==> config.mk <==
export PLATFORM = sky130hd
export DESIGN_NAME = udlag_addr_gen
export DESIGN_NICKNAME = d
export VERILOG_FILES = /design/src/rtl/udlag_pkg.sv /design/src/rtl/udlag_feedback.sv /design/src/rtl/udlag_stage.sv /design/src/rtl/udlag_term.sv /design/src/rtl/udlag_addr_gen.sv
export SDC_FILE = /design/constraint.sdc
export NUM_CORES = 1
export LEC_CHECK = 0
export ABC_AREA = 1
export CAP_MARGIN = 30
export CORE_UTILIZATION = 36
export DETAILED_ROUTE_END_ITERATION = 10
export PLACE_DENSITY = 0.66
export SETUP_SLACK_MARGIN = 0.1
export SLEW_MARGIN = 20
export SYNTH_ARGS = -nofsm -noshare
export SYNTH_HDL_FRONTEND = slang
export SYNTH_HIERARCHICAL = 1
export SYNTH_SLANG_ARGS = --single-unit
==> constraint.sdc <==
create_clock -name clk -period 1.7 [get_ports clk]
set_clock_uncertainty 0.1 [all_clocks]
set_input_delay 0.17 -clock clk [delete_from_list [all_inputs] [get_ports clk]]
set_output_delay 0.17 -clock clk [all_outputs]
set_load 0.05 [all_outputs]
==> src/rtl/udlag_pkg.sv <==
package udlag_pkg;

   localparam int MIN_W = 3;
   localparam int MAX_W = 16;

   typedef enum logic {
      DIR_FWD = 1'b0,
      DIR_REV = 1'b1
   } udlag_dir_e;

   // Feedback taps (besides the top stage) for the forward recurrence
   // next[0] = s[W-1] ^ XOR(s & mask) ^ NOR(s[W-2:0]).
   function automatic logic [MAX_W-1:0] tap_mask(input int w);
      case (w)
         3:       return 16'h0001;
         4:       return 16'h0001;
         5:       return 16'h0002;
         6:       return 16'h0001;
         7:       return 16'h0001;
         8:       return 16'h000E;
         9:       return 16'h0008;
         10:      return 16'h0004;
         11:      return 16'h0002;
         12:      return 16'h04A0;
         13:      return 16'h0B00;
         14:      return 16'h1500;
         15:      return 16'h0001;
         16:      return 16'h0805;
         default: return 16'h0000;
      endcase
   endfunction

endpackage

==> src/rtl/udlag_feedback.sv <==
module udlag_feedback
   import udlag_pkg::*;
#(
   parameter int ADDR_W = 8
) (
   input  logic [ADDR_W-1:0] state,
   output logic              fwd_bit,
   output logic              rev_bit
);

   localparam logic [MAX_W-1:0] FULL_MASK = tap_mask(ADDR_W);
   localparam logic [ADDR_W-1:0] TAPS     = FULL_MASK[ADDR_W-1:0];

   if (TAPS == '0) begin : g_bad_taps
      $error("udlag_feedback: no tap entry for ADDR_W=%0d", ADDR_W);
   end
   if (TAPS[ADDR_W-1]) begin : g_bad_top
      $error("udlag_feedback: tap mask must not include the top stage");
   end

   logic [ADDR_W-1:0] up_shifted;
   logic              fwd_taps;
   logic              rev_taps;
   logic              fwd_zero_fix;
   logic              rev_zero_fix;

   // Taps as seen one position higher after a forward shift.
   assign up_shifted   = state >> 1;
   assign fwd_taps     = ^(state & TAPS);
   assign rev_taps     = ^(up_shifted & TAPS);
   // Zero-state splice: all stages except the outgoing one are clear.
   assign fwd_zero_fix = ~|state[ADDR_W-2:0];
   assign rev_zero_fix = ~|state[ADDR_W-1:1];

   assign fwd_bit = state[ADDR_W-1] ^ fwd_taps ^ fwd_zero_fix;
   assign rev_bit = state[0] ^ rev_taps ^ rev_zero_fix;

endmodule

==> src/rtl/udlag_stage.sv <==
module udlag_stage #(
   parameter logic RESET_VAL = 1'b0
) (
   input  logic clk,
   input  logic rst_n,
   input  logic step_en,
   input  logic dir_down,
   input  logic fwd_in,
   input  logic rev_in,
   output logic q
);

   logic d_sel;

   // Per-stage path select: lower neighbour going forward, upper going back.
   assign d_sel = dir_down ? rev_in : fwd_in;

   always_ff @(posedge clk or negedge rst_n) begin
      if (!rst_n) begin
         q <= RESET_VAL;
      end else if (step_en) begin
         q <= d_sel;
      end
   end

endmodule

==> src/rtl/udlag_term.sv <==
module udlag_term #(
   parameter int ADDR_W = 8
) (
   input  logic              clk,
   input  logic              rst_n,
   input  logic [ADDR_W-1:0] state,
   input  logic              dir_down,
   output logic              at_origin,
   output logic              end_up,
   output logic              end_down,
   output logic              end_now
);

   localparam logic [ADDR_W-1:0] UP_LAST = {1'b1, {(ADDR_W-1){1'b0}}};
   localparam logic [ADDR_W-1:0] DN_LAST = {{(ADDR_W-1){1'b0}}, 1'b1};

   assign at_origin = (state == '0);
   assign end_up    = (state == UP_LAST);
   assign end_down  = (state == DN_LAST);
   assign end_now   = dir_down ? end_down : end_up;

   // the three decoded positions never coincide.
   p_flags_excl_r8: assert property (@(posedge clk) disable iff (!rst_n)
      $onehot0({at_origin, end_up, end_down}));

endmodule

==> src/rtl/udlag_addr_gen.sv <==
module udlag_addr_gen
   import udlag_pkg::*;
#(
   parameter int ADDR_W = 8
) (
   input  logic              clk,
   input  logic              rst_n,
   input  logic              step_en,
   input  logic              dir_down,
   output logic [ADDR_W-1:0] addr,
   output logic              at_origin,
   output logic              end_up,
   output logic              end_down,
   output logic              end_now
);

   localparam int TOP = ADDR_W - 1;
   localparam logic [ADDR_W-1:0] UP_FIRST = {{(ADDR_W-1){1'b0}}, 1'b1};
   localparam logic [ADDR_W-1:0] DN_FIRST = {1'b1, {(ADDR_W-1){1'b0}}};

   if (ADDR_W < MIN_W || ADDR_W > MAX_W) begin : g_bad_width
      $error("udlag_addr_gen: ADDR_W=%0d outside %0d..%0d", ADDR_W, MIN_W, MAX_W);
   end

   logic [ADDR_W-1:0] state;
   logic [ADDR_W-1:0] fwd_src;
   logic [ADDR_W-1:0] rev_src;
   logic              fwd_bit;
   logic              rev_bit;

   udlag_feedback #(.ADDR_W(ADDR_W)) u_fb (
      .state   (state),
      .fwd_bit (fwd_bit),
      .rev_bit (rev_bit)
   );

   for (genvar i = 0; i < ADDR_W; i++) begin : g_stage
      if (i == 0) begin : g_low
         assign fwd_src[i] = fwd_bit;
      end else begin : g_mid_f
         assign fwd_src[i] = state[i-1];
      end
      if (i == TOP) begin : g_high
         assign rev_src[i] = rev_bit;
      end else begin : g_mid_r
         assign rev_src[i] = state[i+1];
      end
      udlag_stage #(.RESET_VAL(1'b0)) u_st (
         .clk      (clk),
         .rst_n    (rst_n),
         .step_en  (step_en),
         .dir_down (dir_down),
         .fwd_in   (fwd_src[i]),
         .rev_in   (rev_src[i]),
         .q        (state[i])
      );
   end

   udlag_term #(.ADDR_W(ADDR_W)) u_term (
      .clk       (clk),
      .rst_n     (rst_n),
      .state     (state),
      .dir_down  (dir_down),
      .at_origin (at_origin),
      .end_up    (end_up),
      .end_down  (end_down),
      .end_now   (end_now)
   );

   assign addr = state;

   // no movement without an enable.
   p_hold_r2: assert property (@(posedge clk) disable iff (!rst_n)
      !step_en |=> $stable(addr));

   // stepping off a final state always lands on zero.
   p_wrap_r9: assert property (@(posedge clk) disable iff (!rst_n)
      step_en && end_now |=> addr == '0);

   // leaving zero in each direction.
   p_exit_up_r10: assert property (@(posedge clk) disable iff (!rst_n)
      step_en && at_origin && !dir_down |=> addr == UP_FIRST);
   p_exit_dn_r10: assert property (@(posedge clk) disable iff (!rst_n)
      step_en && at_origin && dir_down |=> addr == DN_FIRST);

   // a step in the opposite direction restores the earlier address.
   p_undo_r6: assert property (@(posedge clk) disable iff (!rst_n)
      step_en && $past(step_en) && $past(rst_n) && (dir_down != $past(dir_down))
      |=> addr == $past(addr, 2));

endmodule

After elaboration in Yosys (flattened, before gate mapping)
Index checks and enable logic that the tools add are counted.
{"block": "totals", "ff_bits": 8, "in_bits": 4, "out_inout_bits": 12, "elab_cells": 30}
{"block": "classes", "eq_ne": 2, "n_mux": 9, "n_bitwise": 4, "reduce_logical": 7}
{"operator": "8-bit XOR reduction", "n": 2}
{"operator": "7-bit OR reduction", "n": 2}
{"operator": "1-bit two-way mux", "n": 9}
{"operator": "8-bit by 1-bit equality test with 1-bit output (second input constant)", "n": 1}
{"operator": "8-bit equality test (second input constant)", "n": 1}
{"operator": "8-bit zero test", "n": 1}
{"operator": "1-bit XOR", "n": 4}
{"operator": "1-bit zero test", "n": 2}

Longest topological paths before layout
Gate-level depths: netlist (run 1).
{"block": "logic_depth", "ltp_word": 4, "mapped_depth": 13, "depth_no_buf": 13}

Hierarchy
The synthesis (run 1) kept the hierarchy.
{"module": "udlag_stage", "n_inst": 8, "cells_each": 10, "area_each_um2": 60.1, "seq_area_each_um2": 25.0}
{"module": "udlag_feedback", "n_inst": 1, "cells_each": 38, "area_each_um2": 176.4, "seq_area_each_um2": 0.0}
{"module": "udlag_term", "n_inst": 1, "cells_each": 25, "area_each_um2": 113.9, "seq_area_each_um2": 0.0}

Worst setup path before layout (run 1)
No wires, ideal clock.
{"block": "synth_timing", "path_kind": "reg2reg", "startpoint": "reg g_stage[3].u_st.q", "endpoint": "reg g_stage[7].u_st.q", "setup_ns": 0.118, "t_arrival_ns": 1.686, "required_ns": 1.482, "slack_ns": -0.204, "path_stages_with_launch": 13, "path_buffers": 0, "period_less_slack_ns": 1.904, "path_cell_list": "dfrtp_1 > inv_1 > ha_1 > inv_1 > nand2_1 > nand3_1 > nand2_1 > nand2_1 > nand2_1 > inv_1 > nand2_1 > nand3_1 > nand2_1"}
{"block": "synth_via", "elab_chain_cells": 4, "elab_cells_between_ends": 6, "cone_classes": "mux (1); bitwise (2); reduce/logical (3)"}
{"item": "from (decl)", "line": "udlag_stage.sv:10", "text": "output logic q"}
{"item": "from (signal assigned)", "line": "udlag_stage.sv:22", "text": "q <= d_sel;"}
{"item": "8-bit XOR reduction / 7-bit OR reduction (equally long branches)", "line": "udlag_feedback.sv:30, udlag_feedback.sv:33"}
{"item": "1-bit XOR / 1-bit zero test (equally long branches)", "line": "udlag_feedback.sv:36, udlag_feedback.sv:33"}
{"item": "1-bit XOR *", "line": "udlag_feedback.sv:36", "text": "assign rev_bit = state[0] ^ rev_taps ^ rev_zero_fix;"}
{"item": "via rev_bit", "line": "udlag_addr_gen.sv:29", "text": "logic rev_bit;"}
{"item": "1-bit two-way mux *", "line": "udlag_stage.sv:16", "text": "assign d_sel = dir_down ? rev_in : fwd_in;"}
{"item": "to (signal assigned)", "line": "udlag_stage.sv:22"}
{"item": "to (decl)", "line": "udlag_stage.sv:10"}
The timed path passes the listed nets; every way through them passes the cells marked *.
A chain may end at the register's enable or synchronous reset.

Worst setup path in the final report (run 1)
{"block": "layout_timing", "startpoint": "reg g_stage[4].u_st.q", "endpoint": "out end_now"}
{"block": "layout_via", "elab_chain_cells": 2, "elab_cells_between_ends": 3, "cone_classes": "eq/ne (2); mux (1)"}
{"item": "from (decl)", "line": "udlag_stage.sv:10"}
{"item": "from (signal assigned)", "line": "udlag_stage.sv:22"}
{"item": "8-bit equality test / 8-bit by 1-bit equality test with 1-bit output (equally long branches)", "line": "udlag_term.sv:18, udlag_term.sv:19"}
{"item": "1-bit two-way mux *", "line": "udlag_term.sv:20", "text": "assign end_now = dir_down ? end_down : end_up;"}
{"item": "to (decl)", "line": "udlag_addr_gen.sv:14", "text": "output logic end_now"}
Every way passes the cells marked *; elsewhere a longest branch is shown, timed or not.

==> results of run 1 <==
power groups by stage:
stage                     combinational [mW]  clock, mW  sequential (mW)
after floorplan                        0.265          0            0.403
after global placement                 0.526          0            0.301
after detailed placement               0.540          0            0.303
after CTS                              0.604      0.170            0.283
after global routing                   0.723      0.181            0.286
final                                  0.662      0.162            0.280
metrics by stage:
stage	worst slack, ns	std cells	total power, mW	util [%]
6_report	0.0981	202	1.10	59.3
5_1_grt	0.0374	202	1.19	59.3
4_1_cts	0.105	197	1.06	56.5
3_5_place_dp	0.143	188	0.843	52.0
3_3_place_gp	0.141	188	0.827	52.0
2_1_floorplan	0.0697	143	0.667	-
layout by cell type, fill, tap and decap left out, types with 2 or more instances in the layout:
cell             count
dfrtp_1              3
dfrtp_2              5
nand3_1             13
buf_12               5
buf_4               18
nand2_2              5
nand2_1             49
clkbuf_4             3
nor2_4               2
nor2_1               5
nor2_2               2
and2_4               3
clkdlybuf4s50_1      3
inv_2               10
inv_1               40
buf_6                2
worst max-delay path by stage:
stage,startpoint,end,slack (ns)
floorplan,g_stage[3].u_st/q,g_stage[7].u_st/q,0.07
global placement,g_stage[2].u_st/q,g_stage[0].u_st/q,0.14
detailed placement,g_stage[2].u_st/q,g_stage[0].u_st/q,0.14
CTS,g_stage[4].u_st/q,end_now,0.11
global route,g_stage[4].u_st/q,g_stage[7].u_st/q,0.04
finish,g_stage[4].u_st/q,end_now,0.1
Yosys cell counts, drive strengths merged:
cell type	number	share of area, %
ha	2	3.2
nand3b	1	0.97
and2	3	2.4
inv	51	25
nand3	14	9.1
nor2	9	5.4
nand2	55	28
dfrtp	8	26
logic make-up after synthesis:
kind of cell / after synthesis / synth area share [%]
and+or+nand+nor: 82 / 45.9
buffers and inverters: 51 / 24.8
DFF: 8 / 26.0
adders and majority gates: 2 / 3.25
worst reg2reg max path, delay by kind of cell, from the launching register on:
family / cells / cell delay, ns
fa+ha+maj: 1 / 0.27
buf+inv: 4 / 0.21
flops: 1 / 0.38
simple gates: 9 / 0.48
repair_timing:
| item | in CTS | in global routing |
|---|---|---|
| setup buffers | 5 | 5 |
| resized for setup | 8 | 5 |
| pin swaps | 4 | 7 |
| cloned | 0 | 0 |
| setup endpoints to repair | 4 | 6 |
per-layer routing:
layer,track usage [%],part of all wire (%),vias to the layer above
met5,0,0,-
met1,22.7,41,396
met4,6.67,1.5,0
met2,34.9,56,14
met3,1.11,1.8,2
li1,-,-,460
layout make-up:
type,count,area (um2)
clock buffers,4,26.3
fillers,192,807
inverters,51,194
multi-input cells,84,427
flip-flops and latches,8,206
well taps,27,33.8
repair buffers,28,288
==> results.md, run 1 <==
* Outcome: complete, no violations
* Top reg by flops: g_stage.u_st/q
* Share of power burned in registers at 25.3%
* Worst hold path class: in -> async
* RSZ-0062 raised after global routing: true
* Largest register FFs at 8
* Gpl congestion at 0.793
* Total CTS buffers at 3
* R2R Setup Slk at 0.15 ns
* Initial antenna violation count at 0
* Drt drc at 0
* Data arrival time of the worst path at 1.33 ns
* Syn Area/Cell at 5.39 um2
* Fmax at 0.624 GHz
* Power per cell area at 940 mW/mm2
* IO buf count at 15
* Period minus WS final at 1.60 ns
* Logic pwr share at 60.0%
* Sw frac at 47.8%
* Design Area, Final at 0.00117 mm2
* Cells after Synth at 143
* Antenna Nets Post-Route at 0
* Die height at 48.3 um
* Number of global-route vias before repair at 727
* Worst r2r src: g_stage[4].u_st/q
* Max-cap violations at 0
* CP max stage cell: dfrtp_2
* Dpl hpwl at 1390 um
* Largest regs: g_stage.u_st/q: 8 flops
* Clock Tree Root: clkbuf_4
* Hold Slack at 0.104 ns
* Cell variety after synth at 11
* CTS tree: done
* Worst Path Max Fanout at 2
* Die X at 48.3 um
* Setup TNS at 0 ns
* Worst r2r path cells at 14
* Cell Area, Placed at 0.00103 mm2
* Slowest cell delay on critical path at 0.42 ns
* Final setup vio count at 0
* Initial Util at 38.9%
* GRT overflow at 0
* Worst EP required at 1.43 ns
* H-tree levels at 1
* Stages on the worst setup path at 7
* Critical path class: reg -> out
* Clock power frac at 14.7%
* Clock slew at reported path FFs at 0.06 ns
* Row Count at 16
* Syn nets at 149
* Global-route wire length before repair at 3080 um
* #FFs+latches synth at 8
* CP Buf/Inv Count at 3
* Area grow syn2layout at 52.4%
* Diode count at 0
* Drt wl/cell at 10.3 um
* Max-slew violations at 0
* Share of layout cells above drive strength 1 at 33.7%
* Core ar. at 0.00198 mm2
* Relative slew slack at 73.5%
* Largest net degree at the start of global routing at 17
* Max VDD drop at 0.598 mV
* Clock sink count at 8
* Crit path max-delay family: flip-flops
* DRT iter0 DRCs at 25
* Pint at 577 uW
* CTS Buffer Depth at 2
* Synth Cell Area at 771 um2
* Post-Route WL at 2090 um
* TritonRoute pass-1 iters at 4
* Crit. End Element: output pin
* Seq/Total Area, Yosys at 26.0%
* Fin nets at 182
* Number of I/O pins at 16
* R2r endpoint: g_stage[7].u_st/q
* Drt via density at 4.32
* Slew @ Worst Pin at 0.397 ns
* Critical Path Start Type: register
* Final Hold Fails at 0
* Via count at 872
* Critical-path cell list: buf_6, inv_4, nand2_4, nor2_4, nand3_1, nand2_2, buf_12
* GRT Overall Usage at 18.9%
* Die area at 0.00233 mm2
* Clock latency on the worst-skew pair at 0.25 ns
* YS warnings at 6
* Hold buffers post-CTS at 0
* Net Sw Power at 527 uW
* Static leakage power at 0.730 nW
* Period utilisation layout at 94.2%
Power figures use the tool's default switching activity.
==> run 2: changes to the inputs <==
Clock period 1.7 ns to 1.8 ns, I/O delays scaled along.
==> results.md, run 2 (same netlist as run 1, synthesis figures left out) <==
* Drt via density at 4.30
* Global-route wire length before repair at 2550 um
* Clock Tree Root: clkbuf_4
* GRT Overall Usage at 16.5%
* Critical Path Start Type: register
* Clock sink count at 8
* Post-place setup slack at 0.217 ns
* Via count at 843
* GRT overflow at 0
* DRT iter0 DRCs at 33
* Max VDD drop at 0.579 mV
* Number of global-route vias before repair at 599
* DP Cell Count at 189
* Area grow syn2layout at 44.5%
* Slew @ Worst Pin at 0.383 ns
* RSZ-0062 raised after global routing: false
* Met3 wire length at 71 um
* Die X at 48.3 um
* Total CTS buffers at 3
* Pint at 500 uW
* Share of layout cells above drive strength 1 at 28.4%
* Die area at 0.00233 mm2
* Core ar. at 0.00198 mm2
* Static leakage power at 0.698 nW
* Fin cells at 196
* R2r endpoint: g_stage[7].u_st/q
* CP max stage cell: dfrtp_2
* Max-cap violations at 0
* Die height at 48.3 um
* Crit. End Element: output pin
* Worst EP required at 1.52 ns
* CTS tree: done
* Hold buffers post-CTS at 0
* Max-slew violations at 0
* R2R Setup Slk at 0.26 ns
* Largest regs: g_stage.u_st/q: 8 flops
* Relative slew slack at 74.4%
* Worst Path Max Fanout at 7
* Worst r2r src: g_stage[4].u_st/q
* Gpl congestion at 0.819
* Top sig layer: met3
* Worst r2r path cells at 12
* Critical path class: reg -> out
* CTS Buffer Depth at 2
* Period minus WS final at 1.63 ns
* Logic pwr share at 57.2%
* Most frequent cells in the layout: nand2_1 (50), inv_1 (43), nand3_1 (14)
* Largest net degree at the start of global routing at 17
* Top reg by flops: g_stage.u_st/q
* Share of power burned in registers at 27.8%
* Outcome: complete, no violations
* Dpl hpwl at 1330 um
* Initial Util at 38.9%
* Period utilisation layout at 90.3%
* Drt drc at 0
* Largest register FFs at 8
* Diode count at 0
* Antenna Nets Post-Route at 0
* Clock latency on the worst-skew pair at 0.26 ns
* Fmax at 0.615 GHz
* Setup TNS at 0 ns
* Sw frac at 48.3%
* Clock slew at reported path FFs at 0.06 ns
* H-tree levels at 1
* Fin nets at 176
* Power per cell area at 869 mW/mm2
* Design Power at 968 uW
* Data arrival time of the worst path at 1.35 ns
* Final setup vio count at 0
* Drt wl/cell at 9.27 um
* Final Hold Fails at 0
* Clock power frac at 15.1%
* PnR worst setup slack at 0.175 ns
* Row Count at 16
* Slowest cell delay on critical path at 0.41 ns
* Worst hold path class: in -> async
* Critical-path cell list: buf_6, inv_2, nand2_4, nor2_4, nand3_1, nand2_2, buf_12
* Number of I/O pins at 16
* DRT met1 WL at 786 um
* Most common cell after layout, fill and taps aside: nand2_1
* Initial antenna violation count at 0
* Post-Route WL at 1820 um
* Net Sw Power at 468 uW
* Met2 routed WL at 959 um
* IO buf count at 15
* TritonRoute pass-1 iters at 4
## run 2: cell types whose count changed in the layout (fill, tap and decap cells not counted), sizes merged
| cell | before | now |
|---|---|---|
| buf | 25 | 19 |
## run 2: power groups by stage
stage	Clock, mW	Sequential (mW)	Combinational, mW
after CTS	0.157	0.268	0.498
final	0.146	0.269	0.553
after detailed placement	0	0.271	0.494
after global placement	0	0.270	0.482
after floorplan	0	0.377	0.236
after global routing	0.172	0.275	0.614
## run 2: per-layer routing
metal  vias to the layer above  global-route usage [%]
met4                         0                    5.00
met1                       371                    20.0
li1                        448                       -
met2                        24                    28.3
met5                         -                       0
met3                         0                    4.44
## run 2: timing repair
item	in CTS	in global routing
endpoints found under the setup margin	3	5
pin swaps	0	5
setup buffers	0	3
resized for setup	3	12
## run 2: worst max-delay path by stage
stage                      startpoint           endpoint  slack, ns
floorplan           g_stage[3].u_st/q  g_stage[7].u_st/q       0.09
global placement    g_stage[3].u_st/q  g_stage[7].u_st/q       0.28
detailed placement  g_stage[3].u_st/q  g_stage[7].u_st/q       0.22
CTS                 g_stage[2].u_st/q          at_origin       0.09
global route        g_stage[2].u_st/q            end_now        0.1
finish              g_stage[2].u_st/q            end_now       0.17
## run 2: per-stage QoR
stage	hold slack (ns)	util, %	area, um2
after CTS	0.112	52.6	1040
after global placement	0.391	50.9	1010
after floorplan	-0.216	-	774
final	0.105	56.2	1110
after global routing	0.137	56.2	1110
after detailed placement	0.401	50.9	1010
## run 2: cell type report
class / count / area [um2]
clock buffer: 4 / 26.3
sequential: 8 / 205
tap: 27 / 33.8
fill: 201 / 868
timing repair buffer: 22 / 230
multi-input combinational: 84 / 427
inverter: 51 / 191
## run 2: worst max-delay path, delay by kind of cell, from the launching register on
family        cells  cell delay (ns)
flops             1             0.41
buf+inv           3             0.32
simple gates      4             0.34
==> run 3: changes to the inputs <==
Settings changed: CTS_CLUSTER_DIAMETER from default to 150.
Clock period 1.8 ns to 1.5 ns, I/O delays scaled along.
==> results.md, run 3 (same netlist as run 1, synthesis figures left out) <==
* Die area at 0.00233 mm2
* Worst EP required at 1.55 ns
* CP max stage cell: dfrtp_2
* Largest net degree at the start of global routing at 17
* Outcome: complete, but fails checks
* Largest regs: g_stage.u_st/q: 8 flops
* Post-Route WL at 2230 um
* GRT overflow at 0
* Core ar. at 0.00198 mm2
* Most frequent cells in the layout: nand2_1 (45), inv_1 (40), buf_4 (13)
* Max-cap violations at 0
* Dpl hpwl at 1450 um
* Diode count at 0
* Worst hold path class: in -> async
* Global-route wire length before repair at 3370 um
* Static leakage power at 0.795 nW
* Antenna Nets Post-Route at 0
* Die X at 48.3 um
* Number of I/O pins at 16
* Gpl congestion at 0.770
* Clock Tree Root: clkbuf_4
* Hold Slack at 0.0884 ns
* Max VDD drop at 0.725 mV
* Crit path max-delay family: simple AND/OR/NAND/NOR gates
* Hold buffers post-CTS at 0
* CTS Buffer Depth at 2
* Max-slew violations at 0
* Via count at 916
* Clock latency on the worst-skew pair at 0.26 ns
* Largest register FFs at 8
* Final Hold Fails at 0
* Clock sink count at 8
* CTS tree: done
* Die height at 48.3 um
* Data arrival time of the worst path at 1.66 ns
* Critical Path Start Type: register
* Row Count at 16
* Critical path class: reg -> reg
* Clock slew at reported path FFs at 0.06 ns
* H-tree levels at 1
* Final setup vio count at 6
* Most common cell after layout, fill and taps aside: nand2_1
* Worst Path Max Fanout at 2
* Period utilisation layout at 108%
* Fin nets at 187
* TritonRoute pass-1 iters at 4
* Relative slew slack at 72.3%
* Top reg by flops: g_stage.u_st/q
* Worst r2r path cells at 13
* Drt via density at 4.43
* Initial antenna violation count at 0
* DRT iter0 DRCs at 29
* Drt wl/cell at 10.8 um
* Design Power at 1.47 mW
* Fmax at 0.620 GHz
* Power per cell area at 1070 mW/mm2
* Crit. End Element: register
* CP Buf/Inv Count at 4
* PnR worst setup slack at -0.113 ns
* Failing checks: setup timing
* Slowest cell delay on critical path at 0.42 ns
* Fillers at 153
* Period minus WS final at 1.61 ns
* Initial Util at 38.9%
* Area grow syn2layout at 78.9%
* Drt drc at 0
* GRT Overall Usage at 21.5%
* RSZ-0062 raised after global routing: true
* Slew @ Worst Pin at 0.415 ns
* Critical-path cell list: buf_6, inv_4, ha_4, inv_2, nand2_2, nand2_2, nand2_2, nand3_1, nand2_1, inv_1, nand2_1, nand3_1, nand2_1
* IO buf count at 15
* Total CTS buffers at 3
* Number of global-route vias before repair at 803
* Stages on the worst setup path at 13
* Share of layout cells above drive strength 1 at 41.1%
-- run 3: cell types whose count changed in the layout (fill, tap and decap cells not counted), sizes merged --
cell / previous run / this run
buf: 19 / 30
-- run 3: metal layers --
layer / share of wire (%) / global-route usage, % / up-vias
li1: - / - / 473
met1: 41 / 23.2 / 416
met2: 55 / 40.0 / 27
met3: 3.7 / 4.07 / 0
met4: 0 / 9.44 / 0
met5: 0 / 0 / -
-- run 3: worst reg2reg max path: stages, from the launching register on --
cell and delay, ns:
dfrtp_2 0.42, buf_6 0.12, inv_4 0.07, ha_4 0.22, inv_2 0.05, nand2_2 0.07, nand2_2 0.07, nand2_2 0.06
nand3_1 0.07, nand2_1 0.06, inv_1 0.05, nand2_1 0.04, nand3_1 0.06, nand2_1 0.05
-- run 3: path summary, 6_finish.rpt --
path | to | from | slack (ns)
setup reg to reg | g_stage[7].u_st/q | g_stage[3].u_st/q | -0.11
hold / removal | g_stage[3].u_st/q | rst_n | 0.09
min in group clk | g_stage[5].u_st/q | g_stage[5].u_st/q | 0.50
setup / recovery | g_stage[7].u_st/q | g_stage[3].u_st/q | -0.11
max in group asynchronous | g_stage[7].u_st/q | rst_n | 0.90
hold reg to reg | g_stage[5].u_st/q | g_stage[5].u_st/q | 0.50
-- run 3: layout make-up --
class	count	area [um2]	share of cell area, %
timing repair buffer	33	424	30.8
inverter	51	204	14.8
multi-input combinational	84	482	34.9
clock buffer	4	26.3	1.91
sequential	8	209	15.2
tap	27	33.8	2.45
-- run 3: per-stage QoR --
| stage | cells | worst slack [ns] | area, um2 | TNS (ns) | util, % |
|---|---|---|---|---|---|
| global placement | 193 | 0.100 | 1160 | 0 | 58.5 |
| detailed placement | 193 | 0.0579 | 1160 | 0 | 58.5 |
| floorplan | 143 | -0.130 | 796 | -0.451 | - |
| global route | 207 | -0.172 | 1380 | -0.768 | 69.6 |
| finish | 207 | -0.113 | 1380 | -0.421 | 69.6 |
| CTS | 206 | -0.0669 | 1320 | -0.305 | 66.4 |
-- run 3: what timing repair did --
item	4_1_cts	5_1_grt
setup endpoints to repair	6	6
pin swaps	12	10
gates resized for setup	18	14
setup buffers	9	1
-- run 3: report_power, final --
part	total (mW)	internal [mW]	switching (mW)	leakage [nW]
combinational	0.985	0.436	0.549	0.691
clock	0.190	0.103	0.0874	0.0150
sequential	0.297	0.259	0.0375	0.0894
total	1.47	0.798	0.674	0.795
